===== src/rtl/wave_avg_pkg.sv =====
package wave_avg_pkg;
    typedef enum logic [2:0] {
        ST_IDLE,
        ST_WAIT,
        ST_CAPT,
        ST_MERGE,
        ST_DONE
    } avg_state_e;
endpackage


===== src/rtl/avg_trig_rule.sv =====
module avg_trig_rule #(
    parameter int TRIG_W   = 20,
    parameter int MAX_TRIG = 520000
) (
    input  logic [TRIG_W-1:0] raw,
    output logic [TRIG_W-1:0] tgt,
    output logic              fixed
);
    localparam int CEIL = (MAX_TRIG > 8) ? (MAX_TRIG / 8) * 8 : MAX_TRIG;

    always_comb begin
        if (raw == '0) begin
            tgt   = TRIG_W'(1);
            fixed = 1'b1;
        end else if (raw > TRIG_W'(CEIL)) begin
            tgt   = TRIG_W'(CEIL);
            fixed = 1'b1;
        end else if (raw > TRIG_W'(8) && raw[2:0] != 3'b000) begin
            tgt   = {raw[TRIG_W-1:3], 3'b000};
            fixed = 1'b1;
        end else begin
            tgt   = raw;
            fixed = 1'b0;
        end
    end
endmodule


===== src/rtl/avg_cap_buf.sv =====
module avg_cap_buf #(
    parameter int DEPTH = 64,
    parameter int W     = 12,
    parameter int AW    = $clog2(DEPTH)
) (
    input  logic          clk,
    input  logic          we,
    input  logic [AW-1:0] waddr,
    input  logic [W-1:0]  wdata,
    input  logic [AW-1:0] raddr,
    output logic [W-1:0]  rdata
);
    logic [W-1:0] mem [DEPTH];

    always_ff @(posedge clk) begin
        if (we) mem[waddr] <= wdata;
    end

    assign rdata = mem[raddr];
endmodule


===== src/rtl/avg_acc_ram.sv =====
module avg_acc_ram #(
    parameter int DEPTH = 64,
    parameter int W     = 32,
    parameter int AW    = $clog2(DEPTH)
) (
    input  logic          clk,
    input  logic          rst_n,
    input  logic          wr_en,
    input  logic [AW-1:0] wr_addr,
    input  logic [W-1:0]  wr_data,
    input  logic [AW-1:0] mrd_addr,
    output logic [W-1:0]  mrd_data,
    input  logic [AW-1:0] rd_addr,
    output logic [W-1:0]  rd_data
);
    logic [W-1:0] mem [DEPTH];

    always_ff @(posedge clk) begin
        if (wr_en) mem[wr_addr] <= wr_data;
    end

    assign mrd_data = mem[mrd_addr];

    always_ff @(posedge clk) begin
        if (!rst_n) rd_data <= '0;
        else        rd_data <= mem[rd_addr];
    end
endmodule


===== src/rtl/wave_avg.sv =====
module wave_avg
    import wave_avg_pkg::*;
#(
    parameter int DEPTH    = 64,
    parameter int SMP_W    = 12,
    parameter int ACC_W    = 32,
    parameter int TRIG_W   = 20,
    parameter int MAX_TRIG = 520000,
    localparam int AW      = $clog2(DEPTH),
    localparam int LEN_W   = $clog2(DEPTH + 1)
) (
    input  logic              clk,
    input  logic              rst_n,
    input  logic [LEN_W-1:0]  cfg_len,
    input  logic [TRIG_W-1:0] cfg_ntrig,
    input  logic              arm,
    input  logic              trig,
    input  logic [SMP_W-1:0]  smp_in,
    input  logic [AW-1:0]     rd_addr,
    output logic [ACC_W-1:0]  rd_data,
    output logic              busy,
    output logic              dead,
    output logic              done,
    output logic              ntrig_fixed
);
    avg_state_e         state, state_nx;
    logic [LEN_W-1:0]   len_q, len_eff;
    logic [TRIG_W-1:0]  tgt_q, rec_q, tgt_w;
    logic [AW-1:0]      idx_q;
    logic               fixed_q, fixed_w, idx_last, last_rec;
    logic               cap_we;
    logic [AW-1:0]      cap_waddr;
    logic [SMP_W-1:0]   cap_rd;
    logic [ACC_W-1:0]   acc_old, acc_new, smp_ext;

    avg_trig_rule #(.TRIG_W(TRIG_W), .MAX_TRIG(MAX_TRIG)) u_rule (
        .raw(cfg_ntrig), .tgt(tgt_w), .fixed(fixed_w)
    );

    always_comb begin
        if (cfg_len == '0)                    len_eff = LEN_W'(1);
        else if (cfg_len > LEN_W'(DEPTH))     len_eff = LEN_W'(DEPTH);
        else                                  len_eff = cfg_len;
    end

    assign idx_last = (LEN_W'(idx_q) == len_q - LEN_W'(1));
    assign last_rec = ((rec_q + TRIG_W'(1)) == tgt_q);

    // state register
    always_ff @(posedge clk) begin
        if (!rst_n) state <= ST_IDLE;
        else        state <= state_nx;
    end

    always_comb begin
        state_nx = state;
        unique case (state)
            ST_IDLE, ST_DONE: if (arm) state_nx = ST_WAIT;
            ST_WAIT:  if (trig) state_nx = (len_q == LEN_W'(1)) ? ST_MERGE : ST_CAPT;
            ST_CAPT:  if (idx_last) state_nx = ST_MERGE;
            ST_MERGE: if (idx_last) state_nx = last_rec ? ST_DONE : ST_WAIT;
            default:  state_nx = ST_IDLE;
        endcase
    end

    // datapath registers
    always_ff @(posedge clk) begin
        if (!rst_n) begin
            len_q   <= LEN_W'(1);
            tgt_q   <= TRIG_W'(1);
            rec_q   <= '0;
            idx_q   <= '0;
            fixed_q <= 1'b0;
        end else begin
            unique case (state)
                ST_IDLE, ST_DONE: if (arm) begin
                    len_q   <= len_eff;
                    tgt_q   <= tgt_w;
                    fixed_q <= fixed_w;
                    rec_q   <= '0;
                    idx_q   <= '0;
                end
                ST_WAIT: if (trig) idx_q <= (len_q == LEN_W'(1)) ? '0 : AW'(1);
                ST_CAPT: idx_q <= idx_last ? '0 : idx_q + AW'(1);
                ST_MERGE: begin
                    idx_q <= idx_last ? '0 : idx_q + AW'(1);
                    if (idx_last) rec_q <= rec_q + TRIG_W'(1);
                end
                default: ;
            endcase
        end
    end

    // outputs and memory controls
    always_comb begin
        busy        = (state == ST_WAIT) || (state == ST_CAPT) || (state == ST_MERGE);
        dead        = (state == ST_MERGE);
        done        = (state == ST_DONE);
        ntrig_fixed = fixed_q;
        cap_we      = ((state == ST_WAIT) && trig) || (state == ST_CAPT);
        cap_waddr   = (state == ST_WAIT) ? '0 : idx_q;
        smp_ext     = {{(ACC_W-SMP_W){cap_rd[SMP_W-1]}}, cap_rd};
        acc_new     = (rec_q == '0) ? smp_ext : acc_old + smp_ext;
    end

    avg_cap_buf #(.DEPTH(DEPTH), .W(SMP_W), .AW(AW)) u_cap (
        .clk(clk), .we(cap_we), .waddr(cap_waddr), .wdata(smp_in),
        .raddr(idx_q), .rdata(cap_rd)
    );

    avg_acc_ram #(.DEPTH(DEPTH), .W(ACC_W), .AW(AW)) u_acc (
        .clk(clk), .rst_n(rst_n), .wr_en(dead), .wr_addr(idx_q), .wr_data(acc_new),
        .mrd_addr(idx_q), .mrd_data(acc_old), .rd_addr(rd_addr), .rd_data(rd_data)
    );

    // busy only rises after an accepted arm
    a_r2_arm_starts: assert property (@(posedge clk) disable iff (!rst_n)
        $rose(busy) |-> $past(arm));
    // capture index stays inside the latched length
    a_r3_capt_range: assert property (@(posedge clk) disable iff (!rst_n)
        (state == ST_CAPT) |-> (LEN_W'(idx_q) < len_q));
    // merge pass is not cut short
    a_r5_dead_hold: assert property (@(posedge clk) disable iff (!rst_n)
        (dead && !idx_last) |=> dead);
    // dead and done never overlap
    a_r5_dead_excl: assert property (@(posedge clk) disable iff (!rst_n)
        !(dead && done));
    // latched target obeys the count rules
    a_r6_target_legal: assert property (@(posedge clk) disable iff (!rst_n)
        busy |-> (tgt_q != '0 && tgt_q <= TRIG_W'(MAX_TRIG) && (tgt_q <= TRIG_W'(8) || tgt_q[2:0] == 3'b000)));
    // record counter stays below target during a run
    a_r4_count_bound: assert property (@(posedge clk) disable iff (!rst_n)
        busy |-> (rec_q < tgt_q));
    // done holds until re-armed
    a_r7_done_hold: assert property (@(posedge clk) disable iff (!rst_n)
        (done && !arm) |=> done);
endmodule


===== config.mk =====
export PLATFORM = sky130hd
export DESIGN_NAME = wave_avg
export DESIGN_NICKNAME = d
export VERILOG_FILES = /design/src/rtl/wave_avg_pkg.sv /design/src/rtl/avg_trig_rule.sv /design/src/rtl/avg_cap_buf.sv /design/src/rtl/avg_acc_ram.sv /design/src/rtl/wave_avg.sv
export SDC_FILE = /design/constraint.sdc
export NUM_CORES = 2
export LEC_CHECK = 0
export ABC_AREA = 1
export BUFFER_PORTS_ARGS = -buffer_cell sky130_fd_sc_hd__buf_2
export CAP_MARGIN = 20
export CELL_PAD_IN_SITES_DETAIL_PLACEMENT = 1
export CELL_PAD_IN_SITES_GLOBAL_PLACEMENT = 2
export CORE_ASPECT_RATIO = 0.7
export CORE_MARGIN = 2
export CORE_UTILIZATION = 43
export CTS_CLUSTER_SIZE = 20
export DETAILED_ROUTE_END_ITERATION = 10
export HOLD_SLACK_MARGIN = 0.03
export PLACE_DENSITY = 0.82
export SLEW_MARGIN = 20
export SYNTH_ARGS = -nofsm -noshare
export SYNTH_HDL_FRONTEND = slang
export SYNTH_SLANG_ARGS = --single-unit

===== constraint.sdc =====
create_clock -name clk -period 6.6 [get_ports clk]
set_clock_uncertainty 0.1 [all_clocks]
set_input_delay 0.99 -clock clk [delete_from_list [all_inputs] [get_ports clk]]
set_output_delay 0.99 -clock clk [all_outputs]
set_load 0.01 [all_outputs]

-- Yosys cells after proc, flatten, opt, wreduce, memory -nomap -nowiden
Memories as Yosys holds them, arrays and structs flattened. A register that Yosys moved wholly into a read port is not among the register bits.
Cells that the tools add are included.
Widths: inputs -> output; s select.
- logic and storage cells: 78
- bits in writable memories: 2816
- memories: 2
- input port bits: 49
- register bits: 57
- muxes and demuxes: 33
- $add $sub $neg: 4
- equal/unequal tests: 11
- $lt $le $gt $ge: 3
- reductions and logical operators: 19
- memory list (memory ; depth ; width ; rd ports ; clocked after memory_dff ; wr ports ; RTL line ; text):
    u_acc.mem ; 64 ; 32 ; 2 ; 2 ; 1 ; avg_acc_ram.sv:16 ; logic [W-1:0] mem [DEPTH];
    u_cap.mem ; 64 ; 12 ; 1 ; 1 ; 1 ; avg_cap_buf.sv:13 ; logic [W-1:0] mem [DEPTH];
- operators by type and width (operator ; number):
    $mux 20 ; 4
    $mux 6 ; 8
    $logic_not 20->1 ; 2
    $pmux 20 s2 ; 1
    $add 32x32->32 ; 1
    $mux 32 ; 1
    $add 20x1->20 const B ; 1
    $eq 20x20->1 ; 1
    $gt 20x19->1 const B ; 1
    $gt 20x4->1 const B ; 1
    $mux 3 ; 6
    $pmux 6 s3 ; 1
    $mux 7 ; 2
    $pmux 3 s4 ; 1
    $mux 1 ; 9
    $eq 6x7->1 ; 1
    $eq 7x1->1 const B ; 1
    $gt 7x7->1 const B ; 1
    $logic_not 7->1 ; 1
    $sub 7x1->7 const B ; 1
    $add 6x1->6 const B ; 1
    $eq 3x2->1 const B ; 2
    $ne 2x2->1 const B ; 3
    $reduce_and 3->1 ; 2
    12 further kinds ; 17

-- Logic depth before layout (Yosys ltp)
- depth after elaboration: 6
- mapped depth: 27
- gate-level depth less buffers: 23

-- Modules after synthesis
From an unflattened synthesis, not the netlist that was laid out.
- cell total of the unflattened synthesis: 14965
- area total of the unflattened synthesis: 140282.0 um^2
- modules (own cells, without submodules) (module ; times used ; cells each ; area an instance (um^2) ; seq. area each (um^2)):
    avg_acc_ram ; 1 ; 11316 ; 103016.3 ; 62139.6
    avg_cap_buf ; 1 ; 2649 ; 31435.1 ; 23062.1
    wave_avg ; 1 ; 917 ; 5464.0 ; 1141.1
    avg_trig_rule ; 1 ; 83 ; 366.6 ; 0.0

-- Worst setup path after synthesis
No wires, ideal clock.
- path type: register to register
- start point: reg with a tool-made name
- end point: mem u_acc.mem[0][7], data pin
- period minus slack after synthesis: 6103 ps
- setup time: 702 ps
- arrival: 5302 ps
- path slack: 497 ps
- required time: 5798 ps
- path buffers: 5
- cell stages (with the launch flop): 20
- cell sequence: dfxtp_1 -> inv_2 -> buf_6 -> buf_6 -> buf_4 -> buf_6 -> buf_2 -> nor2_1 -> o22ai_1 -> o21ai_0 -> o22ai_1 -> o21ai_0 -> o22ai_1 -> ha_1 -> nand2_1 -> o21ai_0 -> nor2_1 -> o21bai_1 -> xnor2_1 -> o21ai_0
- RTL lines (element ; RTL line):
    end: declaration ; avg_acc_ram.sv:16

==> results <==
- The flow ran to the end, and the final reports show no timing, DRC or antenna violations.
- The initialized floorplan defines 172 standard-cell rows.
- The met3 layer usage reported by global route is 8.90%.
- The headroom to the max-slew limit is 14.8%.
- The post-route netlist has 9.00% of its cells at a drive strength greater than 1.
- The final worst-path cycle share is 96.8%.
- The setup TNS after final layout is 0 ns.
- The worst-path maximum fanout is 64.
- The number of synthesized register bits is 2,911.
- After legalization and detailed placement, the total HPWL measured 346,000 um.
- The number of detailed-routing iterations run before antenna repair is 7.
- The cell family contributing the most delay on the critical path is compound AO/OA/AOI/OAI gates.
- After detailed routing, the number of vias per cell comes to 6.77.
- The hold-fix buffer count after cts is 0.
- The detailed router finished its first iteration with 17,745 violations.
- Walking the worst path, the cells encountered are inv_8 > buf_12 > buf_4 > o21ai_0 > o22ai_1 > o21ai_0 > o22ai_1 > o21ai_0 > o22ai_1 > ha_1 > nand2_1 > o21ai_0 > nor2_1 > o21bai_1 > nand2_1 > nand2_1 > nand3_1 > nand2_1 > nand3_1 > nand3_1 > nand2_1 > nand2_2 > buf_4.
- The endpoint of the worst register-to-register path is u_acc.mem[15][31].
- Clock tree synthesis found a total of 2,911 sinks.
- The width of the die is 674 um.
- Counting cells, the worst reg-to-reg path comes to 23.
- The total of endpoints with negative setup slack in the final report is 0.
- The worst setup path is captured at a flip-flop.
- The total standard cell area after synthesis is 135,000 um2.
- The final weighted congestion in routability-driven placement is 0.915.
- The class of the most critical setup path is reg -> reg.
- After global routing, the most crowded layer is met2.
- The TritonCTS clock tree is yes.
- The hold violation total from the final report is 0.
- Summed over all cells, the static leakage comes to 49.6 nW.
- The maximum vdd drop is 763 uV.
- The count of buffers added by post-CTS timing repair for setup is 0.
- Derived from the worst setup path, the maximum achievable clock frequency is 156 MHz.
- Of all flip-flops after synthesis, the portion carrying an async set or reset was 0%.
- The number of buffers inserted during clock tree synthesis is 306.
- The routed layout has 117,759 vias.
- The worst hold slack across all endpoints is 0.271 ns.
- The routed design has 597,000 um of wire.
- The die height is 473 um.
- After clock tree synthesis, the clock-pin slew on the worst setup and hold paths is 0.06 ns.
- The biggest cell delay along the critical path is 0.74 ns.
- The final layout net count is 13,041.
- Data arrives at the worst endpoint at 6.88 ns.
- The first global-routing pass estimated 843,000 um of wire.
- Input and output buffers added on the ports amount to 84.
- The slew at the pin with the worst max-slew slack is 1.28 ns.
- Following the worst setup path forward leads to its endpoint at u_acc.mem[15][31].
- Setup slack on the worst reg-to-reg path comes out at 0.21 ns.
- The total grt overflow is 0.
- The count of antenna-violating nets left after detailed routing is 0.
- Entering global routing, the biggest net connects 155 pins.
- The post-synthesis sequential area ratio is 64.0%.
- The leading register cell type out of synthesis is sky130_fd_sc_hd__edfxtp_1.
- The detailed-route wire length per cell is 34.3 um.
- For met2 alone, demand over resource in global routing was 52.8%.
- With fillers left out, the area of the finished cells amounts to 151,000 um2.
- The I/O pin total is 85.
- The depth of the CTS H-tree is 5.
- The area growth from synthesis to final layout is 12.0%.
- The biggest area consumer among synthesized cells is sky130_fd_sc_hd__edfxtp_1.
- In the routed design, unresolved DRC markers number 0.
- The clock tree buffer depth is 4.
- For this design the ratio of total power to cell area is 433 nW/um2.
- The post-detailed-placement cell area is 142,000 um2.
- Max-cap violations in this run came to 0.
- The core region is 313,000 um2.
- The fill cell instance count of the final layout is 33,679.
- The minimum period implied by the final worst setup slack is 6.39 ns.
- The buffer and inverter count on the worst path is 4.
- Total power for the finished layout comes to 65.5 mW.
- The nature of the critical path startpoint is a flip-flop.
- The sequential standard cell area is 86,500 um2.
- In this run, synthesis inferred 2,816 flip-flops with an integrated enable.
- Once the floorplan was initialized, standard cells occupied 43.1% of the core.
- The cell at the slowest stage of the critical path is sky130_fd_sc_hd__o22ai_1.
- Setup repair after global routing left no endpoint under its margin.
- The most numerous cell on the critical path is sky130_fd_sc_hd__nand2_1.
- Each instance of the synthesized netlist takes up on average 10.3 um2.
- The die outline area is 319,000 um2.
- The instance count on the critical path is 23.
- Across every metal layer, demand over resource in global routing totals 36.3%.
- The number of pins exceeding their max-slew limit in the final report came to 0.
- The launch point of the worst hold path is cfg_ntrig[2].
- The min-delay analysis places its worst path in the category in -> reg.
- Counting distinct cell types in the post-synthesis netlist gives 55.
- The Yosys step of the flow raised 0 warnings.
- For this run, global-route usage on met1 was measured as 51.2%.
- The root buffer cell is sky130_fd_sc_hd__clkbuf_16.
- The data required time at the worst endpoint is 7.09 ns.
- The multi-input combinational cells in the finished layout cover a total of 43,800 um2.
- In the post-synthesis netlist, the biggest area contributors are sky130_fd_sc_hd__edfxtp_1 (63%), sky130_fd_sc_hd__o21ai_0 (11%), sky130_fd_sc_hd__nor2_1 (8.9%).
- The via count of the first global-routing pass came to 117,260.
- The share of synthesized area in the top cell type comes to 62.6%.
- The number of antenna violations at the first check in global routing is 40.
- The total nets after synthesis is 13,223.
- The clock latency on the worst-skew pair is 0.94 ns.
- The post-synthesis instance total is 13,137.
-- synth_stat cells (5+ instances only) --
| cell type | instances |
|---|---|
| sky130_fd_sc_hd__a22oi_1 | 5 |
| sky130_fd_sc_hd__buf_2 | 282 |
| sky130_fd_sc_hd__clkbuf_1 | 657 |
| sky130_fd_sc_hd__nor4_1 | 12 |
| sky130_fd_sc_hd__o22ai_1 | 1338 |
| sky130_fd_sc_hd__nand2_1 | 661 |
| sky130_fd_sc_hd__inv_2 | 6 |
| sky130_fd_sc_hd__a211oi_1 | 12 |
| sky130_fd_sc_hd__buf_4 | 61 |
| sky130_fd_sc_hd__buf_1 | 40 |
| sky130_fd_sc_hd__a21o_1 | 5 |
| sky130_fd_sc_hd__dfxtp_1 | 95 |
| sky130_fd_sc_hd__a31oi_1 | 16 |
| sky130_fd_sc_hd__o21ai_1 | 121 |
| sky130_fd_sc_hd__xor2_1 | 24 |
| sky130_fd_sc_hd__ha_1 | 36 |
| sky130_fd_sc_hd__clkinv_1 | 7 |
| sky130_fd_sc_hd__nor2_1 | 3195 |
| sky130_fd_sc_hd__inv_1 | 127 |
| sky130_fd_sc_hd__o211ai_1 | 21 |
| sky130_fd_sc_hd__or2_2 | 9 |
| sky130_fd_sc_hd__nand3_1 | 272 |
| sky130_fd_sc_hd__a311oi_1 | 8 |
| sky130_fd_sc_hd__xnor2_1 | 12 |
| sky130_fd_sc_hd__nand4_1 | 14 |
| sky130_fd_sc_hd__a21oi_1 | 139 |
| sky130_fd_sc_hd__nor3_1 | 23 |
| sky130_fd_sc_hd__buf_6 | 48 |
| sky130_fd_sc_hd__edfxtp_1 | 2816 |
| sky130_fd_sc_hd__nand3b_1 | 7 |
| sky130_fd_sc_hd__o21ai_0 | 2915 |
| sky130_fd_sc_hd__o221ai_1 | 86 |
| sky130_fd_sc_hd__o32ai_1 | 26 |
-- stage by stage --
stage,cells,setup slack [ns],utilization (%)
floorplan,13137,0.497,-
global placement,16813,0.582,45.2
detailed placement,16823,0.459,45.3
CTS,17376,0.393,48.3
global route,17377,0.0544,48.3
finish,17386,0.209,48.3
-- cells in the final DEF, fill, tap and decap left out, drive strengths merged, types with 16 or more instances in the layout --
master,n
o221ai,86
nand3,272
o21ai,3037
bufinv,17
nor2,3195
dfxtp,95
o32ai,26
inv,153
buf,604
o22ai,1340
nand2,661
o211ai,21
a21oi,141
edfxtp,2816
clkbuf,380
a31oi,16
ha,36
xor2,24
nor3,23
clkinv,141
-- power breakdown --
group | internal [mW] | total, mW | leakage (nW) | switching [mW]
logic | 3.98 | 19.7 | 18.9 | 15.7
registers | 28.5 | 28.7 | 26.1 | 0.161
clock network | 9.44 | 17.1 | 4.67 | 7.70
-- metal layers --
layer,vias up,wire [um]
met2,8011,251000
li1,47894,-
met5,-,204
met3,1562,74900
met4,28,30000
met1,60264,240000
-- registers in the layout (all words and copies together), names as in the netlist, named ones only --
signal	count
state	3
ntrig_fixed	1
u_acc.rd_data	32
tgt_q	20
rec_q	20
u_acc.mem	2048
idx_q	6
u_cap.mem	768
len_q	7
-- worst reg2reg max path, delay by kind of cell, from the launching register on --
kind | cells | cell delay [ns]
buf+inv | 4 | 1.62
fa+ha+maj | 1 | 0.34
compound gates | 8 | 2.37
flops | 1 | 0.47
simple gates | 10 | 1.03
-- cells by family after synthesis --
kind of cell	Yosys count	share of synthesized area (%)
AOI/OAI and AO/OA	4715	19.2
and+or+nand+nor	4202	12.0
DFF	2911	64.0
buffers and inverters	1236	4.18
adders and majority gates	37	0.348
xor gates and xnor gates	36	0.233
-- cell type report --
type,count,share of cell area [%]
Timing Repair Buffer,605,3.79
Sequential cell,2911,57.1
Antenna cell,10,0.0165
Tap cell,4176,3.45
Inverter,141,0.398
Clock buffer,379,5.36
Clock inverter,174,0.889
Multi-Input combinational cell,8990,28.9
-- worst min-delay path by stage --
stage                endpoint  slack, ns  cells after the start
detailed placement   tgt_q[4]       0.36                      2
floorplan           tgt_q[19]       0.34                      2
global route         len_q[4]       0.28                      3
finish               tgt_q[2]       0.27                      3
CTS                  tgt_q[2]       0.22                      3
global placement    tgt_q[19]       0.36                      2
-- timing repair --
action	4_1_cts	5_1_grt
gates resized for setup	0	1
hold endpoints to repair	0	0
setup endpoints to repair	0	48
Power figures use the tool's default switching activity.
